File: config.mk
export PLATFORM = sky130hd
export DESIGN_NAME = sdiv_unit
export DESIGN_NICKNAME = d
export VERILOG_FILES = /design/src/rtl/sdiv_pkg.sv /design/src/rtl/sdiv_operand_prep.sv /design/src/rtl/sdiv_step.sv /design/src/rtl/sdiv_result_fix.sv /design/src/rtl/sdiv_unit.sv
export SDC_FILE = /design/constraint.sdc
export NUM_CORES = 1
export LEC_CHECK = 0
export BUFFER_PORTS_ARGS = -buffer_cell sky130_fd_sc_hd__buf_2
export CELL_PAD_IN_SITES_DETAIL_PLACEMENT = 1
export CELL_PAD_IN_SITES_GLOBAL_PLACEMENT = 1
export CORE_ASPECT_RATIO = 1.25
export CORE_UTILIZATION = 40
export CTS_BUF_LIST = sky130_fd_sc_hd__clkbuf_8
export DETAILED_ROUTE_END_ITERATION = 10
export HOLD_SLACK_MARGIN = 0.05
export PLACE_DENSITY_LB_ADDON = 0.25
export SLEW_MARGIN = 20
export SYNTH_ARGS = -nofsm -noshare
export SYNTH_HDL_FRONTEND = slang
export SYNTH_HIERARCHICAL = 1
export SYNTH_SLANG_ARGS = --single-unit
File: constraint.sdc
create_clock -name clk -period 2.8 [get_ports clk]
set_input_delay 0.28 -clock clk [delete_from_list [all_inputs] [get_ports clk]]
set_output_delay 0.28 -clock clk [all_outputs]
set_load 0.02 [all_outputs]
File: src/rtl/sdiv_pkg.sv
package sdiv_pkg;

    typedef enum logic [1:0] {
        DS_OK    = 2'd0,
        DS_SPEC  = 2'd1,
        DS_FPDIV = 2'd2
    } div_status_e;

    typedef enum logic [1:0] {
        PH_IDLE = 2'd0,
        PH_RUN  = 2'd1,
        PH_FIX  = 2'd2
    } div_phase_e;

endpackage

File: src/rtl/sdiv_operand_prep.sv
module sdiv_operand_prep #(
    parameter int XLEN = 32
) (
    input  logic [XLEN-1:0]   opa_hi,
    input  logic [XLEN-1:0]   opa_lo,
    input  logic [XLEN-1:0]   opb,
    output logic [2*XLEN-1:0] opa_mag,
    output logic [XLEN-1:0]   opb_mag,
    output logic              quo_neg,
    output logic              rem_neg,
    output logic              opb_zero
);
    logic [2*XLEN-1:0] opa_full;

    always_comb begin
        opa_full = {opa_hi, opa_lo};
        // the dividend sign lives only in the top bit of the high word
        rem_neg  = opa_hi[XLEN-1];
        quo_neg  = opa_hi[XLEN-1] ^ opb[XLEN-1];
        opa_mag  = rem_neg ? (~opa_full + 1'b1) : opa_full;
        opb_mag  = opb[XLEN-1] ? (~opb + 1'b1) : opb;
        opb_zero = (opb == '0);
    end
endmodule

File: src/rtl/sdiv_step.sv
module sdiv_step #(
    parameter int XLEN = 32
) (
    input  logic [XLEN-1:0]   part_rem,
    input  logic [2*XLEN-1:0] quo_in,
    input  logic [XLEN-1:0]   dsor,
    output logic [XLEN-1:0]   part_rem_nx,
    output logic [2*XLEN-1:0] quo_nx
);
    logic [XLEN:0] shifted;
    logic          fits;

    always_comb begin
        shifted = {part_rem, quo_in[2*XLEN-1]};
        fits    = (shifted >= {1'b0, dsor});
        // the true difference is below dsor, so XLEN bits hold it
        part_rem_nx = fits ? (shifted[XLEN-1:0] - dsor) : shifted[XLEN-1:0];
        quo_nx      = {quo_in[2*XLEN-2:0], fits};
    end
endmodule

File: src/rtl/sdiv_result_fix.sv
module sdiv_result_fix #(
    parameter int XLEN = 32
) (
    input  logic [2*XLEN-1:0] quo_mag,
    input  logic [XLEN-1:0]   rem_mag,
    input  logic              quo_neg,
    input  logic              rem_neg,
    output logic [XLEN-1:0]   quo_out,
    output logic [XLEN-1:0]   rem_out,
    output logic              ovf
);
    logic upper_any;
    logic low_any;

    always_comb begin
        upper_any = |quo_mag[2*XLEN-1:XLEN];
        low_any   = |quo_mag[XLEN-2:0];
        if (quo_neg) begin
            // magnitude up to exactly 2^(XLEN-1) is representable
            ovf = upper_any | (quo_mag[XLEN-1] & low_any);
        end else begin
            ovf = upper_any | quo_mag[XLEN-1];
        end
        // negating zero keeps zero, so both results stay +0
        quo_out = quo_neg ? (~quo_mag[XLEN-1:0] + 1'b1) : quo_mag[XLEN-1:0];
        rem_out = rem_neg ? (~rem_mag + 1'b1) : rem_mag;
    end
endmodule

File: src/rtl/sdiv_unit.sv
module sdiv_unit #(
    parameter int XLEN      = 32,
    parameter int REG_IDX_W = 4
) (
    input  logic                 clk,
    input  logic                 rst_n,
    input  logic                 start,
    input  logic [REG_IDX_W-1:0] pair_idx,
    input  logic [XLEN-1:0]      dividend_hi,
    input  logic [XLEN-1:0]      dividend_lo,
    input  logic [XLEN-1:0]      divisor,
    output logic                 busy,
    output logic                 done,
    output logic [1:0]           status,
    output logic                 result_wr,
    output logic [XLEN-1:0]      quotient,
    output logic [XLEN-1:0]      remainder
);
    import sdiv_pkg::*;

    localparam int STEPS = 2 * XLEN;
    localparam int CNT_W = $clog2(STEPS);
    localparam logic [CNT_W-1:0] LAST_STEP = CNT_W'(STEPS - 1);
    localparam logic [REG_IDX_W-1:0] IDX_ONE = REG_IDX_W'(1);

    typedef struct packed {
        div_phase_e        phase;
        logic [CNT_W-1:0]  cnt;
        logic [XLEN-1:0]   prem;
        logic [STEPS-1:0]  quo;
        logic [XLEN-1:0]   dsor;
        logic              qneg;
        logic              rneg;
        logic              done;
        div_status_e       stat;
        logic [XLEN-1:0]   qres;
        logic [XLEN-1:0]   rres;
    } div_state_t;

    div_state_t st_d, st_q;

    logic [STEPS-1:0] opa_mag;
    logic [XLEN-1:0]  opb_mag;
    logic             quo_neg, rem_neg, opb_zero;
    logic [XLEN-1:0]  step_rem;
    logic [STEPS-1:0] step_quo;
    logic [XLEN-1:0]  fix_q, fix_r;
    logic             fix_ovf;
    logic             pair_odd;

    assign pair_odd = ((pair_idx & IDX_ONE) != '0);

    sdiv_operand_prep #(.XLEN(XLEN)) u_prep (
        .opa_hi   (dividend_hi),
        .opa_lo   (dividend_lo),
        .opb      (divisor),
        .opa_mag  (opa_mag),
        .opb_mag  (opb_mag),
        .quo_neg  (quo_neg),
        .rem_neg  (rem_neg),
        .opb_zero (opb_zero)
    );

    sdiv_step #(.XLEN(XLEN)) u_step (
        .part_rem    (st_q.prem),
        .quo_in      (st_q.quo),
        .dsor        (st_q.dsor),
        .part_rem_nx (step_rem),
        .quo_nx      (step_quo)
    );

    sdiv_result_fix #(.XLEN(XLEN)) u_fix (
        .quo_mag (st_q.quo),
        .rem_mag (st_q.prem),
        .quo_neg (st_q.qneg),
        .rem_neg (st_q.rneg),
        .quo_out (fix_q),
        .rem_out (fix_r),
        .ovf     (fix_ovf)
    );

    always_comb begin
        st_d      = st_q;
        st_d.done = 1'b0;
        unique case (st_q.phase)
            PH_IDLE: begin
                if (start) begin
                    st_d.qres = '0;
                    st_d.rres = '0;
                    if (pair_odd) begin
                        st_d.done = 1'b1;
                        st_d.stat = DS_SPEC;
                    end else if (opb_zero) begin
                        st_d.done = 1'b1;
                        st_d.stat = DS_FPDIV;
                    end else begin
                        st_d.phase = PH_RUN;
                        st_d.cnt   = '0;
                        st_d.prem  = '0;
                        st_d.quo   = opa_mag;
                        st_d.dsor  = opb_mag;
                        st_d.qneg  = quo_neg;
                        st_d.rneg  = rem_neg;
                    end
                end
            end
            PH_RUN: begin
                st_d.prem = step_rem;
                st_d.quo  = step_quo;
                st_d.cnt  = st_q.cnt + 1'b1;
                if (st_q.cnt == LAST_STEP) begin
                    st_d.phase = PH_FIX;
                end
            end
            PH_FIX: begin
                st_d.phase = PH_IDLE;
                st_d.done  = 1'b1;
                if (fix_ovf) begin
                    st_d.stat = DS_FPDIV;
                    st_d.qres = '0;
                    st_d.rres = '0;
                end else begin
                    st_d.stat = DS_OK;
                    st_d.qres = fix_q;
                    st_d.rres = fix_r;
                end
            end
            default: st_d.phase = PH_IDLE;
        endcase
    end

    always_ff @(posedge clk) begin
        if (!rst_n) begin
            st_q       <= '0;
            st_q.phase <= PH_IDLE;
            st_q.stat  <= DS_OK;
        end else begin
            st_q <= st_d;
        end
    end

    assign busy      = (st_q.phase != PH_IDLE);
    assign done      = st_q.done;
    assign status    = st_q.stat;
    assign result_wr = st_q.done && (st_q.stat == DS_OK);
    assign quotient  = st_q.qres;
    assign remainder = st_q.rres;

endmodule

; ---- After elaboration in Yosys (flattened, before gate mapping)
; Cells that the tools add are included.
; W data, S select, Z words.
[classes]
reduce_logical = 14
addsub = 6
eq_ne = 8
bitwise_logic = 10
order_cmp = 1
muxes = 16
[ops]
columns = cell, n
row1 = $mux W138, 2
row2 = $mux W205, 1
row3 = $pmux W102 S2, 1
row4 = $pmux W67 S2, 1
row5 = $mux W32, 4
row6 = $add A32 B1 Y32 const B, 3
row7 = $not A32 Y32, 3
row8 = $mux W66, 1
row9 = $add A64 B1 Y64 const B, 1
row10 = $mux W64, 1
row11 = $not A64 Y64, 1
row12 = $ge A33 B32 Y1, 1
row13 = $logic_not A32 Y1, 1
row14 = $reduce_or A32 Y1, 1
row15 = $sub A32 B32 Y32, 1
row16 = $reduce_or A31 Y1, 1
row17 = $reduce_and A4 Y1, 3
row18 = $ne A2 B2 Y1 const B, 4
row19 = $add A6 B1 Y6 const B, 1
row20 = $eq A6 B6 Y1 const B, 1
row21 = $mux W3, 2
row22 = $reduce_bool A2 Y1, 3
row23 = $logic_not A2 Y1, 2
row24 = $pmux W2 S2, 1
row25 = 12 further kinds, 14
[totals]
output_inout_bits = 69
inputBits = 103
register_bits = 205

; ---- Longest topological paths before layout
; Gate-level depths: netlist (run 1).
[logic_depth]
word_depth = 7
ltp_mapped = 16
depth_no_buf = 12

; ---- Cells and area by module
; The synthesis (run 1) kept the hierarchy.
[modules_own_cells]
columns = module, area_per_inst_um2, seq_area_each_um2, instances, cells_per_inst
row1 = sdiv_unit, 7707.4, 4103.9, 1, 779
row2 = sdiv_step, 2811.4, 0.0, 1, 387
row3 = sdiv_operand_prep, 2144.6, 0.0, 1, 296
row4 = sdiv_result_fix, 1556.5, 0.0, 1, 217

; ---- Worst setup path after synthesis (run 1)
; Ideal clock, no wire load.
[synth_timing]
kind = reg-to-reg
startpoint = register st_q[174] in the netlist's numbering
endpoint = register st_q[188] in the netlist's numbering
path_stages_with_launch = 15
setup_slack_ns = -0.241
period_less_slack_ns = 3.041
t_arrival_ns = 2.924
path_cell_list = dfxtp_1 ha_1 clkbuf_1 nand4_1 a211oi_1 or3_4 nor4b_4 o21ai_2 a31oi_4 o21a_4 inv_2 buf_6 buf_12 mux2_4 a22o_1
[synth_via]
elab_chain_len = 3
word_cells_on_any_way = 4
[synth_lines]
columns = item, line
row1 = "start, declared", sdiv_unit.sv:40  ; div_state_t st_d, st_q;
row2 = "start signal, assigned", sdiv_unit.sv:138  ; st_q <= st_d;
row3 = $ge A33 B32 Y1, sdiv_step.sv:15  ; fits = (shifted >= {1'b0, dsor});
row4 = net u_step.fits, sdiv_step.sv:11  ; logic fits;
row5 = $mux W32, sdiv_step.sv:17  ; part_rem_nx = fits ? (shifted[XLEN-1:0] - dsor) : shifted[XLEN-1:0];
row6 = net step_rem[23], sdiv_unit.sv:45  ; logic [XLEN-1:0] step_rem;
row7 = $pmux W102 S2, sdiv_unit.sv:85  ; unique case (st_q.phase)
; The timed path passes the listed nets, and every way through them passes these cells.
; A chain may end at the register's enable or synchronous reset.

; ---- Worst setup path after layout (run 1)
[layout_timing]
startpoint = register st_q[76] in the netlist's numbering
endpoint = register st_q[188] in the netlist's numbering
[layout_via]
elab_chain_len = 3
word_cells_on_any_way = 4
[layout_lines]
columns = item, line
row1 = $sub A32 B32 Y32 / $ge A33 B32 Y1 (equally long branches), "sdiv_step.sv:17, sdiv_step.sv:15"
row2 = $mux W32 *, sdiv_step.sv:17
row3 = net step_rem[23], sdiv_unit.sv:45
row4 = $pmux W102 S2 *, sdiv_unit.sv:85
; The timed path passes the listed nets; every way through them passes the cells marked *.

==> flow_summary.toml, run 1 <==
[critical_path]
start_kind = "flop"
cp.arrival_ns = 3.45
worstPathMaxFanout = 4
critical_path_required_ns = 3.26
endpoint_kind = "flop"
path_class = "flop to flop"

[floorplan]
rows = 76
top_level_ports = 172
dieArea_sq_um = 36310
start_util_pct = 40.97
core_area_sq_um = 34710
die_h_um = 212.8
fp.dieW_um = 170.6

[routing]
routedWlPerCell_um = 19.81
routed_wl_um = 46990
antenna_left = 0
remaining_drc_errors = 0
drt-initial-drc-count = 661
viasPerCell = 5.681
drt_pass1_iterations = 5
dr_total_vias = 13476

[clocking]
cts.htree.levels = 2
clkSinkCount = 205
clock-root-buffer = "clkbuf_8"
clk_latency_ns = 0.58
cts_buffers = 39
clk_pin_slew_ns = 0.06
clockBufferDepth = 3
cts_tree = "done"

[yosys]
ys_seq_area_share_pct = 28.86
yosys.area_share.simple_pct = 15.52
synth-edff-count = 0
synthFlopType = "dfxtp_1"
syn_area_per_cell_sq_um = 8.469
yosys_warnings = 6
syn_inst = 1679
synthAdderAreaFrac_pct = 3.396
synth_top_family_by_area = "compound AO/OA/AOI/OAI gates"
synthesis.area_sq_um = 14220
synthArstFlopShare_pct = 0
synth.mux.area_fraction_pct = 2.745
ys_ff_latch = 205
synth_compound_area_share_pct = 26.19
syn_nets = 1820
synth_cell_type_count = 84
synthXorXnorAreaFrac_pct = 11.09

[placement]
gp_congestion = 0.8966
dp.cells = 2289
place_hpwl_um = 34940
portBuffers = 168

[timing]
rsz0062_at_grt = "yes"
tightest_slew_ns = 0.9772
hold_ws_ns = 0.09361
hold_violations = 0
fmax_mhz = 334.7
max_slew_margin_pct = 34.61
fin_crit_sh_pct = 106.7
clock_skew_ns = 0.02005
setup_viol = 30
fin_crit_ns = 2.987
maxSlewViolCount = 0
layout_setup_ws_ns = -0.1875

[global_route]
grt_pass1_vias = 14134
grt_max_degree = 70
grt.overflow.total = 0
grt_pass1_wl_um = 73280
track_usage_pct = 25.49
antenna_found_initial = 2

[layout]
final_cell_count_no_fill = 2372
area_delta_synth_final_pct = 21.09
drive_gt1_share_pct = 31.09
antenna_cells = 0
final_nets = 2016
final_util_pct = 49.61

[outcome]
violations = "setup timing"
status = "complete, but fails checks"

[hold_path]
hp-class = "input port to flop"

[flow_run]
max_cap_violations = 0

[power]
p_leak_nw = 7.025
ir_worst_vdd_v = 0.0005324
p_per_area_nw_per_um2 = 808.8
==> Yosys cell counts, drive strengths merged (4+ instances only) <==
| cell | number | area [sq um] |
|---|---|---|
| dfxtp | 205 | 4104 |
| nor2 | 172 | 653.1 |
| buf | 168 | 1236 |
| xnor2 | 162 | 1419 |
| o21ai | 124 | 624.4 |
| clkbuf | 76 | 291.5 |
| a221oi | 66 | 578.1 |
| a22oi | 64 | 480.5 |
| nand2 | 64 | 240.2 |
| a22o | 55 | 481.7 |
| inv | 55 | 206.5 |
| o41ai | 45 | 454.2 |
| o31ai | 44 | 335.3 |
| ha | 37 | 462.9 |
| a21oi | 33 | 180.2 |
| or4 | 31 | 244.0 |
| mux2 | 29 | 360.4 |
| nor4 | 25 | 162.6 |
| or3 | 24 | 168.9 |
| nor3 | 22 | 126.4 |
| xor2 | 18 | 157.7 |
| nand3 | 15 | 80.08 |
| nand4 | 14 | 87.58 |
| o221a | 14 | 157.6 |
| nand2b | 12 | 75.07 |
| a21o | 10 | 75.07 |
| a31oi | 10 | 77.57 |
| or2 | 9 | 56.31 |
| nor2b | 7 | 43.79 |
| a211oi | 5 | 37.54 |
| nand3b | 5 | 41.29 |
| nor3b | 5 | 42.54 |
| o211ai | 5 | 37.54 |
| o21a | 5 | 45.04 |
| a21boi | 4 | 30.03 |
| and3 | 4 | 25.02 |
| nand4b | 4 | 35.03 |
| o21bai | 4 | 30.03 |
==> cells by family (layout without fill, tap and decap cells) <==
kind of cell,count (synthesis),count (layout)
AOI/OAI and AO/OA,499,499
xor gates and xnor gates,180,180
adders and majority gates,38,38
buffers and inverters,299,524
DFF,205,205
muxes,32,32
and+or+nand+nor,426,426
==> flip-flops by register name, summed over array words and instances (netlist names) <==
signal     flops
done           1
quotient      32
remainder     32
st_q         138
status         2
==> repair_timing <==
| action | 4_1_cts | 5_1_grt |
|---|---|---|
| pin swaps | 14 | 19 |
| setup endpoints to repair | 29 | 104 |
| setup buffers | 5 | 3 |
| resized for setup | 24 | 35 |
| hold endpoints to repair | 2 | 0 |
| gates cloned | 0 | 2 |
| hold buffers | 3 | 0 |
==> path summary, 6_finish.rpt <==
check | slack, ns | end | from | cells after the start
hold reg to reg | 0.47 | st_q[80] | st_q[80] | 1
setup / recovery | -0.19 | st_q[188] | st_q[76] | 12
setup reg to reg | -0.19 | st_q[188] | st_q[76] | 12
hold / removal | 0.09 | st_q[94] | divisor[25] | 3
==> cells in the final DEF, fill, tap and decap left out, types with 6 or more instances in the layout <==
master    Yosys  final
buf_4       135    211
dfxtp_1     205    194
nor2_1      171    171
buf_2        24    168
xnor2_1     162    162
o21ai_0     120    116
a221oi_1     66     65
nand2_1      64     64
a22oi_1      64     64
inv_1        53     63
a22o_1       55     55
clkbuf_8      0     47
o31ai_1      43     43
o41ai_1      37     35
or4_1        28     28
a21oi_1      31     27
ha_1         37     27
nor4_1       24     20
xor2_1       18     18
nor3_1       20     18
or3_1        18     18
mux2_2       20     18
nand4_1      14     14
buf_12        1     13
nand2b_1     12     12
nand3_1      14     11
mux2_4        9     11
a21o_1       10     10
dfxtp_2       0     10
o41ai_2       8     10
ha_4          0     10
or2_2         8      8
a31oi_1       9      7
inv_2         2      6
o221a_2       9      6
==> metrics by stage <==
| stage | total power [mW] | worst slack, ns | cell area (sq um) | setup TNS, ns |
|---|---|---|---|---|
| after floorplan | 8.150 | -0.1488 | 14330 | -2.260 |
| after detailed placement | 10.18 | -0.4594 | 16030 | -51.57 |
| after global placement | 9.955 | -0.4039 | 16030 | -48.31 |
| after CTS | 13.49 | -0.1436 | 16980 | -3.062 |
| after global routing | 14.73 | -0.2717 | 17220 | -6.211 |
| final | 13.93 | -0.1875 | 17220 | -3.440 |
==> critical path: stages (launching register included) <==
cell and delay (ns):
dfxtp_2 0.33, inv_2 0.05, ha_4 0.24, a21oi_4 0.14
a211oi_2 0.08, or3_4 0.39, nor4b_4 0.37, buf_4 0.17
and2b_2 0.25, a31o_4 0.25, xor2_1 0.14, mux2_4 0.25
a22o_1 0.20
==> final cells by class <==
| type | instances | area, sq um |
|---|---|---|
| Multi-Input combinational cell | 1175 | 8751 |
| Clock buffer | 47 | 646.9 |
| Timing Repair Buffer | 399 | 2791 |
| Clock inverter | 23 | 112.6 |
| Tap cell | 468 | 585.6 |
| Fill cell | 4187 | 17490 |
| Inverter | 55 | 211.5 |
| Sequential cell | 205 | 4120 |
==> power breakdown <==
part	leakage, nW	internal, mW	switching [mW]
Clock	0.449	1.54	1.38
Combinational	4.90	3.96	3.69
Sequential	1.68	3.14	0.225
==> metal layers <==
| metal | up-vias | global-route usage (%) | part of all wire, % |
|---|---|---|---|
| met5 | - | 0 | 0.057 |
| met4 | 4 | 12.27 | 4.2 |
| met3 | 101 | 2.910 | 3.1 |
| met2 | 288 | 49.71 | 54 |
| met1 | 6623 | 26.70 | 38 |
| li1 | 6460 | - | - |
Power figures use the tool's default switching activity.
==> inputs of run 2 (changes only) <==
--- a/config.mk
+++ b/config.mk
@@ -13,7 +13,7 @@
 export CTS_BUF_LIST = sky130_fd_sc_hd__clkbuf_8
 export DETAILED_ROUTE_END_ITERATION = 10
 export HOLD_SLACK_MARGIN = 0.05
-export PLACE_DENSITY_LB_ADDON = 0.25
+export PLACE_DENSITY = 0.84
 export SLEW_MARGIN = 20
 export SYNTH_ARGS = -nofsm -noshare
 export SYNTH_HDL_FRONTEND = slang
==> run 2 against run 1 <==
Effect of this change: the flow still finishes with violations (setup timing); register-to-register slack worse by 0.11 ns; clock-buffer cell count stayed put; worst hold slack worse by 0.017 ns; non-clock buffer count is 4 higher; cell count hardly changed; critical path depth is 1 higher; highest routed layer unchanged.
==> flow_summary.toml, run 2 (same netlist as run 1, synthesis figures left out) <==
[global_route]
grt_pass1_wl_um = 80170
antenna_found_initial = 3
grt_pass1_vias = 14935
grt_max_degree = 79
grt.overflow.total = 0
track_usage_pct = 27.70

[layout]
largest_register_ffs = 138
largest_register = "st_q"
drive_gt1_share_pct = 32.42
fillCellCount = 4072
area_delta_synth_final_pct = 22.43
final_nets = 2018
final_common_cell = "buf_4"
final_util_pct = 50.16
final_cell_count_no_fill = 2373
regArea_sq_um = 4126
final_cell_mix = "216 x buf_4, 191 x dfxtp_1, 171 x nor2_1"
multiInputGateArea_sq_um = 8885

[timing]
layout_setup_ws_ns = -0.2934
setup_viol = 32
tightest_slew_ns = 0.7694
max_slew_margin_pct = 48.71
fmax_mhz = 323.3
hold_ws_ns = 0.07621
hold_violations = 0
rsz0062_at_grt = "yes"
fin_crit_sh_pct = 110.5
maxSlewViolCount = 0
fin_crit_ns = 3.093
clock_skew_ns = 0.02399

[outcome]
status = "complete, but fails checks"
violations = "setup timing"

[routing]
drt-initial-drc-count = 839
routed_wl_um = 51920
remaining_drc_errors = 0
antenna_left = 0
viasPerCell = 6.038
routedWlPerCell_um = 21.88
drt_pass1_iterations = 6
dr_total_vias = 14328

[clocking]
clockBufferDepth = 3
clk_pin_slew_ns = 0.06
clk_latency_ns = 0.56
cts_buffers = 37
clock-root-buffer = "clkbuf_8"
clkSinkCount = 205
cts.htree.levels = 2
cts_tree = "done"

[critical_path]
endpoint = "st_q[193]"
ff2ff_setup_slack_ns = -0.29
rr_worst_depth = 13
critical_path_required_ns = 3.24
worstPathMaxFanout = 4
cp_slowest_cell = "dfxtp_2"
crit_chain = "inv_1 > ha_1 > buf_4 > o21a_1 > o31a_1 > buf_4 > o211ai_1 > o2111ai_2 > a31o_2 > a21oi_2 > xnor2_1 > mux2_4 > a22o_1"
start_kind = "flop"
cp.arrival_ns = 3.53
slowest_delay_ns = 0.34
path_class = "flop to flop"
r2r_end = "st_q[193]"
crit_top_cell = "buf_4"
crit_start = "st_q[73]"
rr_startpoint = "st_q[73]"
endpoint_kind = "flop"

[placement]
place_hpwl_um = 35150
dp.cells = 2283
portBuffers = 168
gp_congestion = 0.9013

[power]
ir_worst_vdd_v = 0.0005385
p_per_area_nw_per_um2 = 861.7
power.total_mw = 15.00
p_leak_nw = 7.057

[flow_run]
max_cap_violations = 0

[floorplan]
dieArea_sq_um = 36310
rows = 76
start_util_pct = 40.97
die_h_um = 212.8
fp.dieW_um = 170.6
core_area_sq_um = 34710
top_level_ports = 172

[hold_path]
hp-class = "input port to flop"
[run 2: final cells by class]
cell class / instances / share of cell area [%]
Inverter: 55 / 1.229
Clock inverter: 18 / 0.9774
Multi-Input combinational cell: 1175 / 51.03
Timing Repair Buffer: 403 / 15.95
Tap cell: 468 / 3.364
Sequential cell: 205 / 23.70
Antenna cell: 2 / 0.02875
Clock buffer: 47 / 3.716
[run 2: routing by layer]
| metal | up-vias | wire [um] | global-route usage (%) |
|---|---|---|---|
| met5 | - | 13 | 0 |
| met4 | 2 | 2786 | 16.25 |
| met3 | 173 | 2663 | 3.967 |
| met2 | 539 | 26670 | 50.82 |
| met1 | 7134 | 19790 | 30.05 |
| li1 | 6480 | - | - |
[run 2: worst min path at each step]
| stage | from | to | slack, ns | depth (start not counted) |
|---|---|---|---|---|
| after detailed placement | st_q[76] | st_q[76] | 0.47 | 1 |
| after floorplan | start | status[0] | 0.42 | 2 |
| final | divisor[27] | st_q[96] | 0.08 | 3 |
| after CTS | divisor[0] | st_q[69] | 0.06 | 3 |
| after global placement | st_q[202] | st_q[202] | 0.46 | 2 |
| after global routing | divisor[0] | st_q[69] | 0.07 | 3 |
[run 2: critical path: cells and delay by family, from the launching register on]
| kind | cells | cell delay (ns) |
|---|---|---|
| XOR/XNOR | 1 | 0.09 |
| buffers and inverters | 3 | 0.55 |
| AO/OA/AOI/OAI | 7 | 1.39 |
| flip-flops | 1 | 0.34 |
| adder cells (fa/ha/maj) | 1 | 0.34 |
| multiplexers | 1 | 0.27 |
[run 2: timing repair]
item,4_1_cts,5_1_grt
cloned,1,0
pin swaps,27,21
endpoints found under the hold margin,2,0
setup buffers,15,6
hold buffers,3,0
resized for setup,58,31
endpoints found under the setup margin,33,37
[run 2: stage by stage]
step	setup slack [ns]	cell area, sq um	setup TNS [ns]
after detailed placement	-0.3039	15970	-29.20
after global placement	-0.2131	15970	-21.58
after floorplan	-0.1488	14330	-2.260
after CTS	-0.1142	17220	-1.783
final	-0.2934	17410	-4.722
after global routing	-0.2575	17410	-5.789
[run 2: report_power, final]
| group | total, mW | switching (mW) | internal (mW) |
|---|---|---|---|
| logic | 8.45 | 4.24 | 4.21 |
| registers | 3.38 | 0.244 | 3.14 |
| clock network | 3.16 | 1.36 | 1.80 |
| total | 15.0 | 5.85 | 9.15 |
==> inputs of run 3 (changes only) <==
--- a/config.mk
+++ b/config.mk
@@ -13,7 +13,8 @@
 export CTS_BUF_LIST = sky130_fd_sc_hd__clkbuf_8
 export DETAILED_ROUTE_END_ITERATION = 10
 export HOLD_SLACK_MARGIN = 0.05
-export PLACE_DENSITY = 0.84
+export MAX_ROUTING_LAYER = met4
+export PLACE_DENSITY = 0.81
 export SLEW_MARGIN = 20
 export SYNTH_ARGS = -nofsm -noshare
 export SYNTH_HDL_FRONTEND = slang
==> constraint.sdc (replaced) <==
create_clock -name clk -period 3 [get_ports clk]
set_input_delay 0.3 -clock clk [delete_from_list [all_inputs] [get_ports clk]]
set_output_delay 0.3 -clock clk [all_outputs]
set_load 0.02 [all_outputs]
==> run 3 against run 2 <==
Effect of this change: the run still ends with setup timing left; cell count decreased by 3.0%; non-clock buffer count shrank 69; power decreased by 14%; sequential share of layout area is 1.1 points higher; global-route usage decreased by 1.1 points; sequential cell count is the same; clock skew rose by 0.0064 ns; design area shrank 4.6%; critical endpoint unchanged.
==> flow_summary.toml, run 3 (same netlist as run 1, synthesis figures left out) <==
[outcome]
status = "complete, but fails checks"
violations = "setup timing"

[floorplan]
dieArea_sq_um = 36310
core_area_sq_um = 34710
top_level_ports = 172
start_util_pct = 40.97
rows = 76
die_h_um = 212.8
fp.dieW_um = 170.6

[timing]
layout_setup_ws_ns = -0.1107
fin_crit_sh_pct = 103.7
fin_crit_ns = 3.111
hold_violations = 0
tightest_slew_ns = 1.036
fmax_mhz = 321.5
max_slew_margin_pct = 30.69
maxSlewViolCount = 0
clock_skew_ns = 0.03038
setup_viol = 13
hold_ws_ns = 0.07980
setup_tns_ns = -0.7334
rsz0062_at_grt = "yes"

[clocking]
clockBufferDepth = 3
cts.htree.levels = 2
cts_tree = "done"
clk_pin_slew_ns = 0.06
clk_latency_ns = 0.58
cts_buffers = 38
clkSinkCount = 205
clock-root-buffer = "clkbuf_8"

[routing]
routed_wl_um = 47670
routedWlPerCell_um = 20.72
drt-initial-drc-count = 699
drt_pass1_iterations = 5
remaining_drc_errors = 0
dr_total_vias = 13672
viasPerCell = 5.942
antenna_left = 0

[power]
p_leak_nw = 6.649
power_frac_comb_pct = 55.0
seqPwrFrac_pct = 24.3
power.total_mw = 12.94
p_sw_share_pct = 38.67
ir_worst_vdd_v = 0.0004535
p_per_area_nw_per_um2 = 779.6
pwr-share-clk_pct = 20.7
internal_power_mw = 7.938
p_switching_mw = 5.005

[global_route]
track_usage_pct = 26.56
grtUsageMet2_pct = 47.74
grt_util_met1_pct = 28.48
grt.overflow.total = 0
grtUsageMet3_pct = 3.299
antenna_found_initial = 0
grt-busiest-layer = "met2"
grt_max_degree = 70
grt_pass1_vias = 14105
grt_pass1_wl_um = 74830

[placement]
gp_congestion = 0.9448
dpl-instance-area_sq_um = 15480
place_hpwl_um = 33780
portBuffers = 168
pre_cts_ws_ns = -0.2857
dp.cells = 2222

[layout]
final_util_pct = 47.83
final_cell_mix = "197 x dfxtp_1, 171 x nor2_1, 168 x buf_2"
final_cell_count_no_fill = 2301
fillCellCount = 4166
final_common_cell = "dfxtp_1"
fin_area_sq_um = 16600
antenna_cells = 0
largest_register_ffs = 138
largest_register = "st_q"
regArea_sq_um = 4114
multiInputGateArea_sq_um = 8671
final_nets = 1950
area_delta_synth_final_pct = 16.75
drive_gt1_share_pct = 28.37

[critical_path]
rr_worst_depth = 13
path_class = "flop to flop"
cp.arrival_ns = 3.57
r2r_end = "st_q[193]"
ff2ff_setup_slack_ns = -0.11
critical_path_required_ns = 3.45
endpoint_kind = "flop"
rr_startpoint = "st_q[164]"
worstPathMaxFanout = 3
start_kind = "flop"

[hold_path]
hp-start = "divisor[0]"
hold_depth = 3
min_to = "st_q[69]"
hp-class = "input port to flop"

[flow_run]
max_cap_violations = 0
## run 3: cell count changes in the layout (fill, tap and decap cells not counted), moves of 5 or more
cell	change
buf_4	-67
buf_6	-5
o221a_4	-5
o221a_2	+5
dfxtp_1	+6
## run 3: how the worst max path moves through the flow
stage                         start         to  slack, ns
after floorplan           st_q[171]  st_q[188]      0.005
after global placement     st_q[78]  st_q[179]      -0.19
final                     st_q[164]  st_q[193]      -0.11
after global routing       st_q[79]  st_q[175]      -0.16
after CTS                  st_q[77]  st_q[186]      0.005
after detailed placement   st_q[78]  st_q[181]      -0.29
## run 3: critical path, cell delays in order, from the launching register on
cell and delay (ns):
dfxtp_1 0.33, inv_1 0.09, ha_2 0.23, fa_2 0.24
nor2b_2 0.05, o31a_1 0.33, buf_4 0.16, o211ai_1 0.33
o2111ai_2 0.27, a31o_2 0.28, a21oi_2 0.16, xnor2_1 0.08
mux2_4 0.25, a22o_1 0.20
## run 3: power by group through the flow
stage	Clock (mW)	Sequential [mW]	Combinational, mW
finish	2.68	3.14	7.12
floorplan	0	3.18	4.39
global placement	0	3.17	5.91
global route	2.87	3.17	7.53
detailed placement	0	3.18	6.12
CTS	2.74	3.13	6.68
## run 3: metal layers
metal  wire length [um]  share of wire (%)
met5                  0                  0
met3               1738                3.6
met1              18610                 39
met4               2360                5.0
met2              24960                 52
## run 3: repair_timing
action                                  in CTS  in global routing
pin swaps                                    9                 22
cloned                                       1                  0
endpoints found under the setup margin      28                 30
hold buffers                                 2                  0
hold endpoints to repair                     1                  0
gates resized for setup                     19                 32
buffers inserted                             8                  4
## run 3: final cells by class
class                   count  area share, %
clock buffers              47          3.896
repair buffers            334          13.78
clock inverters            17         0.5049
multi-input cells        1175          52.23
inverters                  55          1.289
flip-flops and latches    205          24.78
well taps                 468          3.527
